`src/rtl/mac_accum.sv`:
```
module mac_accum #(
  parameter int OPW = 32
) (
  input  logic           clk,
  input  logic           rst,
  input  logic [3:0]     cmd,
  input  logic [OPW-1:0] opa,
  input  logic [OPW-1:0] opb,
  output logic [OPW-1:0] rdata,
  output logic           done
);
  localparam int AW = 2 * OPW;
  localparam int HW = OPW / 2;
  localparam logic [AW-1:0] RND_ADD = {{(OPW){1'b0}}, 1'b1, {(OPW-1){1'b0}}};
  localparam logic [AW-1:0] SAT_HI  = {{(HW+1){1'b0}}, {(HW-1){1'b1}}, {(OPW){1'b0}}};
  localparam logic [AW-1:0] SAT_LO  = {{(HW+1){1'b1}}, {(AW-HW-1){1'b0}}};

  typedef enum logic [3:0] {
    C_NOP = 4'd0, C_MULH = 4'd1, C_MULL = 4'd2, C_MACH = 4'd3, C_MACL = 4'd4,
    C_WRHI = 4'd5, C_WRLO = 4'd6, C_RDHI = 4'd7, C_RDMID = 4'd8, C_RDLO = 4'd9,
    C_RND = 4'd10
  } cmd_e;

  logic [AW-1:0] acc, acc_nx, prod_ext, shifted, rounded, sat_val;
  logic signed [HW-1:0] fa, fb;
  logic signed [OPW-1:0] prod;
  logic use_hi, valid;

  assign use_hi   = (cmd == C_MULH) || (cmd == C_MACH);
  assign fa       = use_hi ? opa[OPW-1:HW] : opa[HW-1:0];
  assign fb       = use_hi ? opb[OPW-1:HW] : opb[HW-1:0];
  assign prod     = fa * fb;
  assign prod_ext = {{(AW-OPW){prod[OPW-1]}}, prod};
  assign valid    = (cmd >= C_MULH) && (cmd <= C_RND);

  assign shifted = (opa == OPW'(2)) ? (acc << 2) : (acc << 1);
  assign rounded = shifted + RND_ADD;

  always_comb begin
    if ($signed(rounded) > $signed(SAT_HI))      sat_val = SAT_HI;
    else if ($signed(rounded) < $signed(SAT_LO)) sat_val = SAT_LO;
    else                                         sat_val = {rounded[AW-1:OPW], {(OPW){1'b0}}};
  end

  always_comb begin
    acc_nx = acc;
    case (cmd)
      C_MULH, C_MULL: acc_nx = prod_ext;
      C_MACH, C_MACL: acc_nx = acc + prod_ext;
      C_WRHI:         acc_nx = {opa, acc[OPW-1:0]};
      C_WRLO:         acc_nx = {acc[AW-1:OPW], opa};
      C_RND:          acc_nx = sat_val;
      default:        acc_nx = acc;
    endcase
  end

  always_ff @(posedge clk) begin
    if (rst) begin
      acc   <= '0;
      rdata <= '0;
      done  <= 1'b0;
    end else begin
      acc  <= acc_nx;
      done <= valid;
      case (cmd)
        C_RDHI:  rdata <= acc[AW-1:OPW];
        C_RDMID: rdata <= acc[AW-HW-1:HW];
        C_RDLO:  rdata <= acc[OPW-1:0];
        default: rdata <= rdata;
      endcase
    end
  end


  reset_clear_chk: assert property (@(posedge clk) $past(rst) |-> (acc == '0 && !done));


  write_hi_chk: assert property (@(posedge clk) disable iff (rst)
    ($past(cmd) == C_WRHI && !$past(rst)) |-> (acc[AW-1:OPW] == $past(opa) && acc[OPW-1:0] == $past(acc[OPW-1:0])));


  round_low_chk: assert property (@(posedge clk) disable iff (rst)
    ($past(cmd) == C_RND && !$past(rst)) |-> (acc[OPW-1:0] == '0 &&
      $signed(acc) <= $signed(SAT_HI) && $signed(acc) >= $signed(SAT_LO)));


  read_keep_chk: assert property (@(posedge clk) disable iff (rst)
    ((cmd == C_RDHI || cmd == C_RDMID || cmd == C_RDLO)) |=> $stable(acc));


  idle_chk: assert property (@(posedge clk) disable iff (rst)
    (!valid) |=> ($stable(acc) && !done));
endmodule

```
`config.mk`:
```
export PLATFORM = sky130hd
export DESIGN_NAME = mac_accum
export DESIGN_NICKNAME = d
export VERILOG_FILES = /design/src/rtl/mac_accum.sv
export SDC_FILE = /design/constraint.sdc
export NUM_CORES = 1
export LEC_CHECK = 0
export BUFFER_PORTS_ARGS = -buffer_cell sky130_fd_sc_hd__buf_2
export CAP_MARGIN = 5
export CORE_ASPECT_RATIO = 1.75
export CORE_MARGIN = 2
export CORE_UTILIZATION = 41
export CTS_CLUSTER_SIZE = 25
export DETAILED_ROUTE_END_ITERATION = 10
export HOLD_SLACK_MARGIN = 0.15
export RECOVER_POWER = 100
export SLEW_MARGIN = 5
export SYNTH_ARGS = -nofsm -noshare
export SYNTH_HDL_FRONTEND = slang
export SYNTH_SLANG_ARGS = --single-unit
```
`constraint.sdc`:
```
create_clock -name clk -period 16.09 [get_ports clk]
set_clock_uncertainty 0.15 [all_clocks]
set_input_delay 3.218 -clock clk [delete_from_list [all_inputs] [get_ports clk]]
set_output_delay 3.218 -clock clk [all_outputs]
set_load 0.02 [all_outputs]
```
---- After elaboration in Yosys (flattened, before gate mapping) ----
Index checks and enable logic that the tools add are counted.
storage, ports and cells
  register bits after elaboration ......... 97
  input port bits ......................... 70
  word-level logic and storage cells ...... 40
operators by class
  $add $sub $neg .......................... 2
  $mul .................................... 1
  magnitude comparators ................... 4
  equality and inequality tests ........... 11
  multiplexer cells ....................... 7
  bitwise operators ....................... 2
  reduce and logical (&&, ||, !) cells .... 9
operators with widths
  kind                                                                number
  one-hot mux 64 bit (5 select lines)                                 1
  two-way mux 64 bit                                                  3
  one-hot mux 32 bit (3 select lines)                                 1
  adder 64 x 32 -> 64 bit (second input constant)                     1
  adder 64 bit                                                        1
  > comparator 64 x 48 -> 1 bit (second input constant)               1
  < comparator 64 x 48 -> 1 bit (second input constant)               1
  equality test 32 x 2 -> 1 bit (second input constant)               1
  multiplier 16 x 16 -> 32 bit                                        1
  two-way mux 16 bit                                                  2
  equality test 4 x 3 -> 1 bit (second input constant)                4
  equality test 4 bit (second input constant)                         3
  equality test 4 x 2 -> 1 bit (second input constant)                2
  nonzero test 4 bit                                                  2
  equality test 4 x 1 -> 1 bit (second input constant)                1
  greater-or-equal comparator 4 x 1 -> 1 bit (second input constant)  1
  less-or-equal comparator 4 bit (second input constant)              1
  AND reduction 2 bit                                                 2
  OR reduction 2 bit                                                  2
  nonzero test 3 bit                                                  1
  inverter 1 bit                                                      2
  logical AND 1 bit                                                   1
  logical OR 1 bit                                                    1

---- Logic depth before layout (Yosys ltp) ----
Gate-level depths: netlist of the first run.
  depth in word-level cells ............... 7
  depth in mapped cells ................... 44

---- Worst setup path after synthesis of the first run ----
No wires, ideal clock.
  path type ............................... input -> register
  start ................................... input port cmd[3]
  end ..................................... register acc[61]
  library setup time ...................... 74 ps
  arrival ................................. 13371 ps
  data required time ...................... 15866 ps
  slack ................................... 2495 ps
  cell stages on the path ................. 39
  path buffers ............................ 5
  cells stage by stage .................... clkbuf_1 > nor2_1 > and2_1 > clkbuf_1 > buf_1 > clkbuf_1 > mux2i_1 > nor2_1 > fa_1 > inv_1 > fa_1 > fa_1 > inv_1 > fa_1 > fa_1 > inv_1 > fa_1 > inv_1 > (+3 left out) > a311o_1 > o2111ai_1 > nand3_1 > o211a_1 > a311o_1 > o211ai_1 > inv_1 > ha_1 > nand2_1 > nor3_1 > nor3b_1 > a21boi_0 > nor3_1 > nor3_1 > o21ai_0 > or3_1 > a21o_1 > a31oi_2
between the ends
  word-level cells in the longest chain between the ends .. 6
  elaborated cells between the ends (all ways) .. 18
  classes of those cells .................. 1 x add/sub; 1 x mul; 7 x eq/ne; 3 x mux; 1 x bitwise; 5 x reduce/logical
RTL lines
  what                                                                          RTL line  text
  start: declaration                                                            6         input logic [3:0] cmd,
  equality test 4 x 1 -> 1 bit or equality test 4 x 2 -> 1 bit (tied branches)  29, 47
  logical OR 1 bit                                                              29        assign use_hi = (cmd == C_MULH) || (cmd == C_MACH);
  two-way mux 16 bit (on tied branches)                                         30, 31
  multiplier 16 x 16 -> 32 bit                                                  32        assign prod = fa * fb;
  adder 64 bit                                                                  49        C_MACH, C_MACL: acc_nx = acc + prod_ext;
  one-hot mux 64 bit (5 select lines)                                           47        case (cmd)
  end signal: assignment                                                        63        acc <= acc_nx;
  end: declaration                                                              24        logic [AW-1:0] acc, acc_nx, prod_ext, shifted, rounded, sat_val;
Several ways; a longest one is shown, not always the timed one.
A chain may end at the register's enable or synchronous reset.

---- Worst setup path after layout of the first run ----
  start ................................... input port cmd[0]
  end ..................................... register acc[61]
Same word-level chain as after synthesis.

==> impl_metrics.json, run 1 <==
{
  "run_status": "complete, but fails checks",
  "critPathMaxFanout": 42,
  "r2r_slack_ns": 10.12,
  "cts.sinks": 97,
  "num_vias": 20400,
  "grt_antenna_before_repair": 1,
  "synth.most_common_cell": "inv_1",
  "grt_use_total_pct": 32.5,
  "io_buffers": 102,
  "cp.buffers_inverters": 7,
  "cap_violations": 2,
  "setup_viol": 0,
  "first_iter_violations": 1820,
  "rr_endpoint": "acc[62]",
  "end_kind": "flip-flop",
  "clock_latency_ns": 0.39,
  "synthTopCellsByArea": "fa_1 (25%), dfxtp_1 (9.3%), ha_1 (9.1%)",
  "yosys.area.top_type": "fa_1",
  "grt_pass1_vias": 21400,
  "startpoint_type": "input port",
  "dieArea_sq_um": 52600,
  "place_congestion": 1.02,
  "clockRootBuffer": "clkbuf_16",
  "period_needed_ns": 15.35,
  "syn_area_sq_um": 20800,
  "cts-buffers-inserted": 9,
  "reg2reg_from": "acc[29]",
  "wl_per_cell_um": 25.7,
  "synthCells": 2639,
  "drive_gt1_share_pct": 7.95,
  "drt-vias-per-instance": 6.16,
  "drt_pre_antenna_iters": 6,
  "crit_type": "in2reg",
  "overflow": 0,
  "synthesis.nets": 3123,
  "tightest_slew_ns": 2.48,
  "io_pins": 103,
  "synth_common_cells": "inv_1 (347), fa_1 (263), nor2_1 (262), nand2_1 (254), a21oi_1 (171)",
  "initial_core_util_pct": 41.3,
  "hold_buffers": 0,
  "dpl.hpwl_um": 69400,
  "syn_area_per_cell_sq_um": 7.87,
  "area_delta_synth_final_pct": 6.64,
  "ys_types": 81,
  "clk_path_buf_depth": 2,
  "cp.required_ns": 16.25,
  "async_reset_ff_share_pct": 0,
  "finalCritPeriodShare_pct": 95.4,
  "core_area_sq_um": 50300,
  "rsz0062_at_grt": "no",
  "slew_headroom_pct": -65.6,
  "startpoint": "cmd[0]",
  "crit_family": "adder cells",
  "grt_pass1_wl_um": 128000,
  "drc": 0,
  "synth_top_area_share_pct": 25.3,
  "rows": 109,
  "reg2regPathDepth": 15,
  "htreeDepth": 3,
  "max_clock_freq_mhz": 65.2,
  "tritoncts": "yes",
  "setup_tns_ns": 0,
  "whs_endpoint": "rdata[21]",
  "slowest_stage": "mux2i_1",
  "postCtsResizedCells": 0,
  "totalWireLength_um": 85500,
  "fp.dieH_um": 302,
  "ant_nets": 0,
  "path_common_cell": "fa_1",
  "violations": "max-capacitance violations, max-slew violations",
  "n_antenna_cell": 0,
  "critPathMaxStageDelay_ns": 1.01,
  "hp-start": "rdata[21]",
  "ys_seq_area_share_pct": 9.35,
  "ys_warn_count": 0,
  "whs_path_depth": 2,
  "hold_viol": 0,
  "slew_viol_final": 99,
  "min_path_type": "reg2reg",
  "ys_ff_latch": 97,
  "grt_max_degree": 65,
  "arrival_ns": 15.51,
  "n_fill_cell": 5097,
  "fin_nets": 3134,
  "path_clk_slew_ns": 0.08,
  "ys.flop_type": "dfxtp_1",
  "post_cts_buffers": 0,
  "die_x_um": 174,
  "synth_edf_count": 0
}
## worst max path at each step
stage	depth (start not counted)	endpoint
4_1_cts	36	acc[61]
2_1_floorplan	39	acc[61]
3_5_place_dp	36	acc[61]
3_3_place_gp	36	acc[61]
5_1_grt	36	acc[61]
6_report	36	acc[61]
## worst register-to-register path, stage by stage (launching register included)
cell and delay (ns):
dfxtp_1 0.66, nand2_1 0.10, nand2_1 0.11, ha_1 0.26, and4_1 0.38, and4_1 0.40
nand3_1 0.28, nor4_1 0.38, mux2_1 0.35, a31oi_1 0.55, nand4b_1 0.15, or4_1 0.51
ha_1 0.52, or2_2 0.39, a221oi_1 0.50, o22ai_1 0.14
## registers in the layout (all words and copies together), names as in the netlist
| register | flops |
|---|---|
| done | 1 |
| rdata | 32 |
| acc | 64 |
## cell usage in the layout, fill, tap and decap left out, types with 38 or more instances in the layout
master / synthesis / layout
a211oi_1: 53 / 53
a21o_1: 54 / 54
a21oi_1: 171 / 170
a221oi_1: 67 / 67
and3_1: 53 / 53
buf_2: 11 / 68
buf_4: 0 / 44
clkbuf_1: 124 / 38
dfxtp_1: 97 / 97
fa_1: 263 / 263
ha_1: 151 / 151
inv_1: 347 / 347
mux2i_1: 43 / 43
nand2_1: 254 / 254
nand3_1: 47 / 47
nor2_1: 262 / 258
o21ai_0: 118 / 118
xnor2_1: 63 / 63
xor2_1: 41 / 41
## layout make-up
type	instances	area [sq um]	area share (%)
Multi-Input combinational cell	2046	17000	76.7
Clock buffer	10	229	1.03
Timing Repair Buffer	149	810	3.65
Tap cell	666	833	3.76
Clock inverter	5	57.6	0.260
Sequential cell	97	1940	8.76
Inverter	347	1300	5.88
## logic make-up (layout without fill, tap and decap cells)
family / Yosys count / count (layout) / share of synthesized area (%)
AOI/OAI and AO/OA: 644 / 644 / 20.7
and+or+nand+nor: 807 / 807 / 18.0
buffers and inverters: 496 / 511 / 9.19
adders and majority gates: 414 / 414 / 34.4
xor gates and xnor gates: 104 / 104 / 4.38
DFF: 97 / 97 / 9.35
muxes: 77 / 77 / 3.97
## per-stage QoR
stage	cells	util [%]	setup WS, ns	cell area, sq um	hold WS, ns
6_report	3320	44.0	0.742	22200	0.353
5_1_grt	3320	44.0	0.264	22200	0.370
4_1_cts	3320	44.1	0.875	22200	0.355
3_5_place_dp	3305	43.6	0.516	21900	0.345
3_3_place_gp	3305	43.6	0.619	21900	0.340
2_1_floorplan	2639	-	2.50	20800	0.366
## layer usage
metal | global-route usage [%] | up-vias | part of all wire, %
met3 | 5.84 | 433 | 6.5
met5 | 0 | - | 0.013
li1 | - | 9055 | -
met1 | 30.1 | 9921 | 31
met4 | 32.3 | 2 | 12
met2 | 59.0 | 1031 | 50
Power of run 1 is left out: the tool's default activity adds up to more than one toggle a clock period on the data nets, which glitch-free logic cannot reach.
==> run 2, diff against run 1 <==
- ABC_AREA: not set -> 1
==> impl_metrics.json, run 2 <==
{
  "run_status": "complete, but fails checks",
  "violations": "max-capacitance violations, max-slew violations",
  "drt-vias-per-instance": 5.65,
  "hold_buffers": 0,
  "cp.buffers_inverters": 12,
  "cp.depth": 39,
  "slew_headroom_pct": -62.6,
  "final_common_cell": "nand2_1",
  "dieArea_sq_um": 56700,
  "crit_type": "in2reg",
  "io_buffers": 102,
  "syn_area_per_cell_sq_um": 6.42,
  "clockRootBuffer": "clkbuf_16",
  "max_clock_freq_mhz": 65.4,
  "setup_tns_ns": 0,
  "arrival_ns": 15.44,
  "path_clk_slew_ns": 0.08,
  "fp.dieH_um": 313,
  "wl_per_cell_um": 25.2,
  "synth_edf_count": 0,
  "ys.flop_type": "dfxtp_1",
  "post_cts_buffers": 0,
  "overflow": 0,
  "clock_latency_ns": 0.40,
  "grt_pass1_wl_um": 158000,
  "setup_viol": 0,
  "area_delta_synth_final_pct": 7.03,
  "synth_top_area_share_pct": 23.5,
  "crit_family": "adder cells",
  "syn_area_sq_um": 22400,
  "rows": 113,
  "synthCells": 3492,
  "grt_max_degree": 51,
  "ant_nets": 0,
  "dpl.hpwl_um": 87700,
  "synth.most_common_cell": "nand2_1",
  "reg2reg_from": "acc[30]",
  "fin_nets": 4041,
  "drt_pre_antenna_iters": 6,
  "period_needed_ns": 15.30,
  "postCtsResizedCells": 0,
  "place_congestion": 1.13,
  "io_pins": 103,
  "largest_reg_flops": 64,
  "ys_warn_count": 0,
  "critPathMaxStageDelay_ns": 0.87,
  "tightest_slew_ns": 2.44,
  "synthesis.nets": 3976,
  "critPathMaxFanout": 35,
  "final_cell_mix": "nand2_1 (856), inv_1 (675), nor2_1 (384), fa_1 (263), a21oi_1 (222)",
  "die_x_um": 181,
  "core_area_sq_um": 54200,
  "yosys.area.top_type": "fa_1",
  "reg2regPathDepth": 22,
  "ys_ff_latch": 97,
  "r2r_slack_ns": 9.87,
  "first_iter_violations": 1780,
  "startpoint_type": "input port",
  "startpoint": "cmd[3]",
  "min_path_type": "reg2reg",
  "cp.required_ns": 16.23,
  "tritoncts": "yes",
  "cts-buffers-inserted": 9,
  "async_reset_ff_share_pct": 0,
  "synthTopCellsByArea": "fa_1 (23%), nand2_1 (14%), inv_1 (11%)",
  "cap_violations": 2,
  "hp-start": "acc[0]",
  "grt_antenna_before_repair": 12,
  "rr_endpoint": "acc[43]",
  "rsz0062_at_grt": "no",
  "hold_viol": 0,
  "htreeDepth": 3,
  "drc": 0,
  "grt_pass1_vias": 25300,
  "ys_seq_area_share_pct": 8.66,
  "top_register": "acc",
  "initial_core_util_pct": 41.4,
  "clk_path_buf_depth": 2,
  "num_vias": 24100,
  "ys_types": 54,
  "totalWireLength_um": 107000,
  "slowest_stage": "fa_1",
  "drive_gt1_share_pct": 7.07,
  "grt_use_total_pct": 38.2,
  "cts.sinks": 97,
  "top_regs": "acc (64), rdata (32), done (1)",
  "finalCritPeriodShare_pct": 95.1,
  "synth_common_cells": "nand2_1 (857), inv_1 (675), nor2_1 (386), fa_1 (263), a21oi_1 (222)",
  "end_kind": "flip-flop",
  "endpoint": "acc[38]",
  "path_common_cell": "inv_1",
  "slew_viol_final": 88
}
-- run 2: worst min path at each step --
stage                     endpoint  cells past startpoint
final                       acc[0]                      2
after global routing        acc[0]                      2
after CTS                   acc[0]                      2
after detailed placement    acc[0]                      2
after global placement      acc[0]                      2
after floorplan             acc[0]                      2
-- run 2: per-stage QoR --
step / cell area [sq um] / hold WS [ns] / cells / setup WS (ns) / utilization, %
after floorplan: 22400 / 0.334 / 3492 / 4.03 / -
after global placement: 23800 / 0.373 / 4234 / 1.06 / 43.9
after detailed placement: 23800 / 0.365 / 4234 / 1.01 / 43.9
after CTS: 24000 / 0.376 / 4250 / 1.38 / 44.4
after global routing: 24000 / 0.427 / 4252 / 0.166 / 44.3
final: 24000 / 0.375 / 4263 / 0.794 / 44.3
-- run 2: logic make-up (layout without fill, tap and decap cells) --
group	Yosys count	after routing	synth area share, %
simple gates	1535	1535	28.3
buf+inv	818	888	14.1
compound gates	580	580	15.2
fa+ha+maj	414	414	31.9
flops	97	97	8.66
xor+xnor	47	47	1.84
mux	1	1	0.0502
other cells	0	11	0
-- run 2: layout make-up --
| class | instances | area (sq um) |
|---|---|---|
| diodes | 11 | 27.5 |
| multi-input cells | 2577 | 17400 |
| well taps | 690 | 863 |
| clock inverters | 6 | 48.8 |
| clock buffers | 10 | 229 |
| flip-flops and latches | 97 | 1940 |
| fillers | 6006 | 30100 |
| repair buffers | 156 | 847 |
| inverters | 716 | 2690 |
-- run 2: tightest hold or removal path: stages, from the launching register on --
cell      delay (ns)
dfxtp_1         0.34
inv_1           0.07
a221oi_1        0.07
-- run 2: routing by layer --
layer  share of wire, %  vias to the layer above  global-route usage [%]  routed length, um
met1                 30                    11200                    33.7              32500
li1                   -                    11100                       -                  -
met4                 13                        8                    42.2              14400
met2                 49                     1179                    66.3              52400
met5              0.048                        -                       0                 51
met3                7.3                      580                    10.2               7880
Power of run 2 is left out for the same reason.
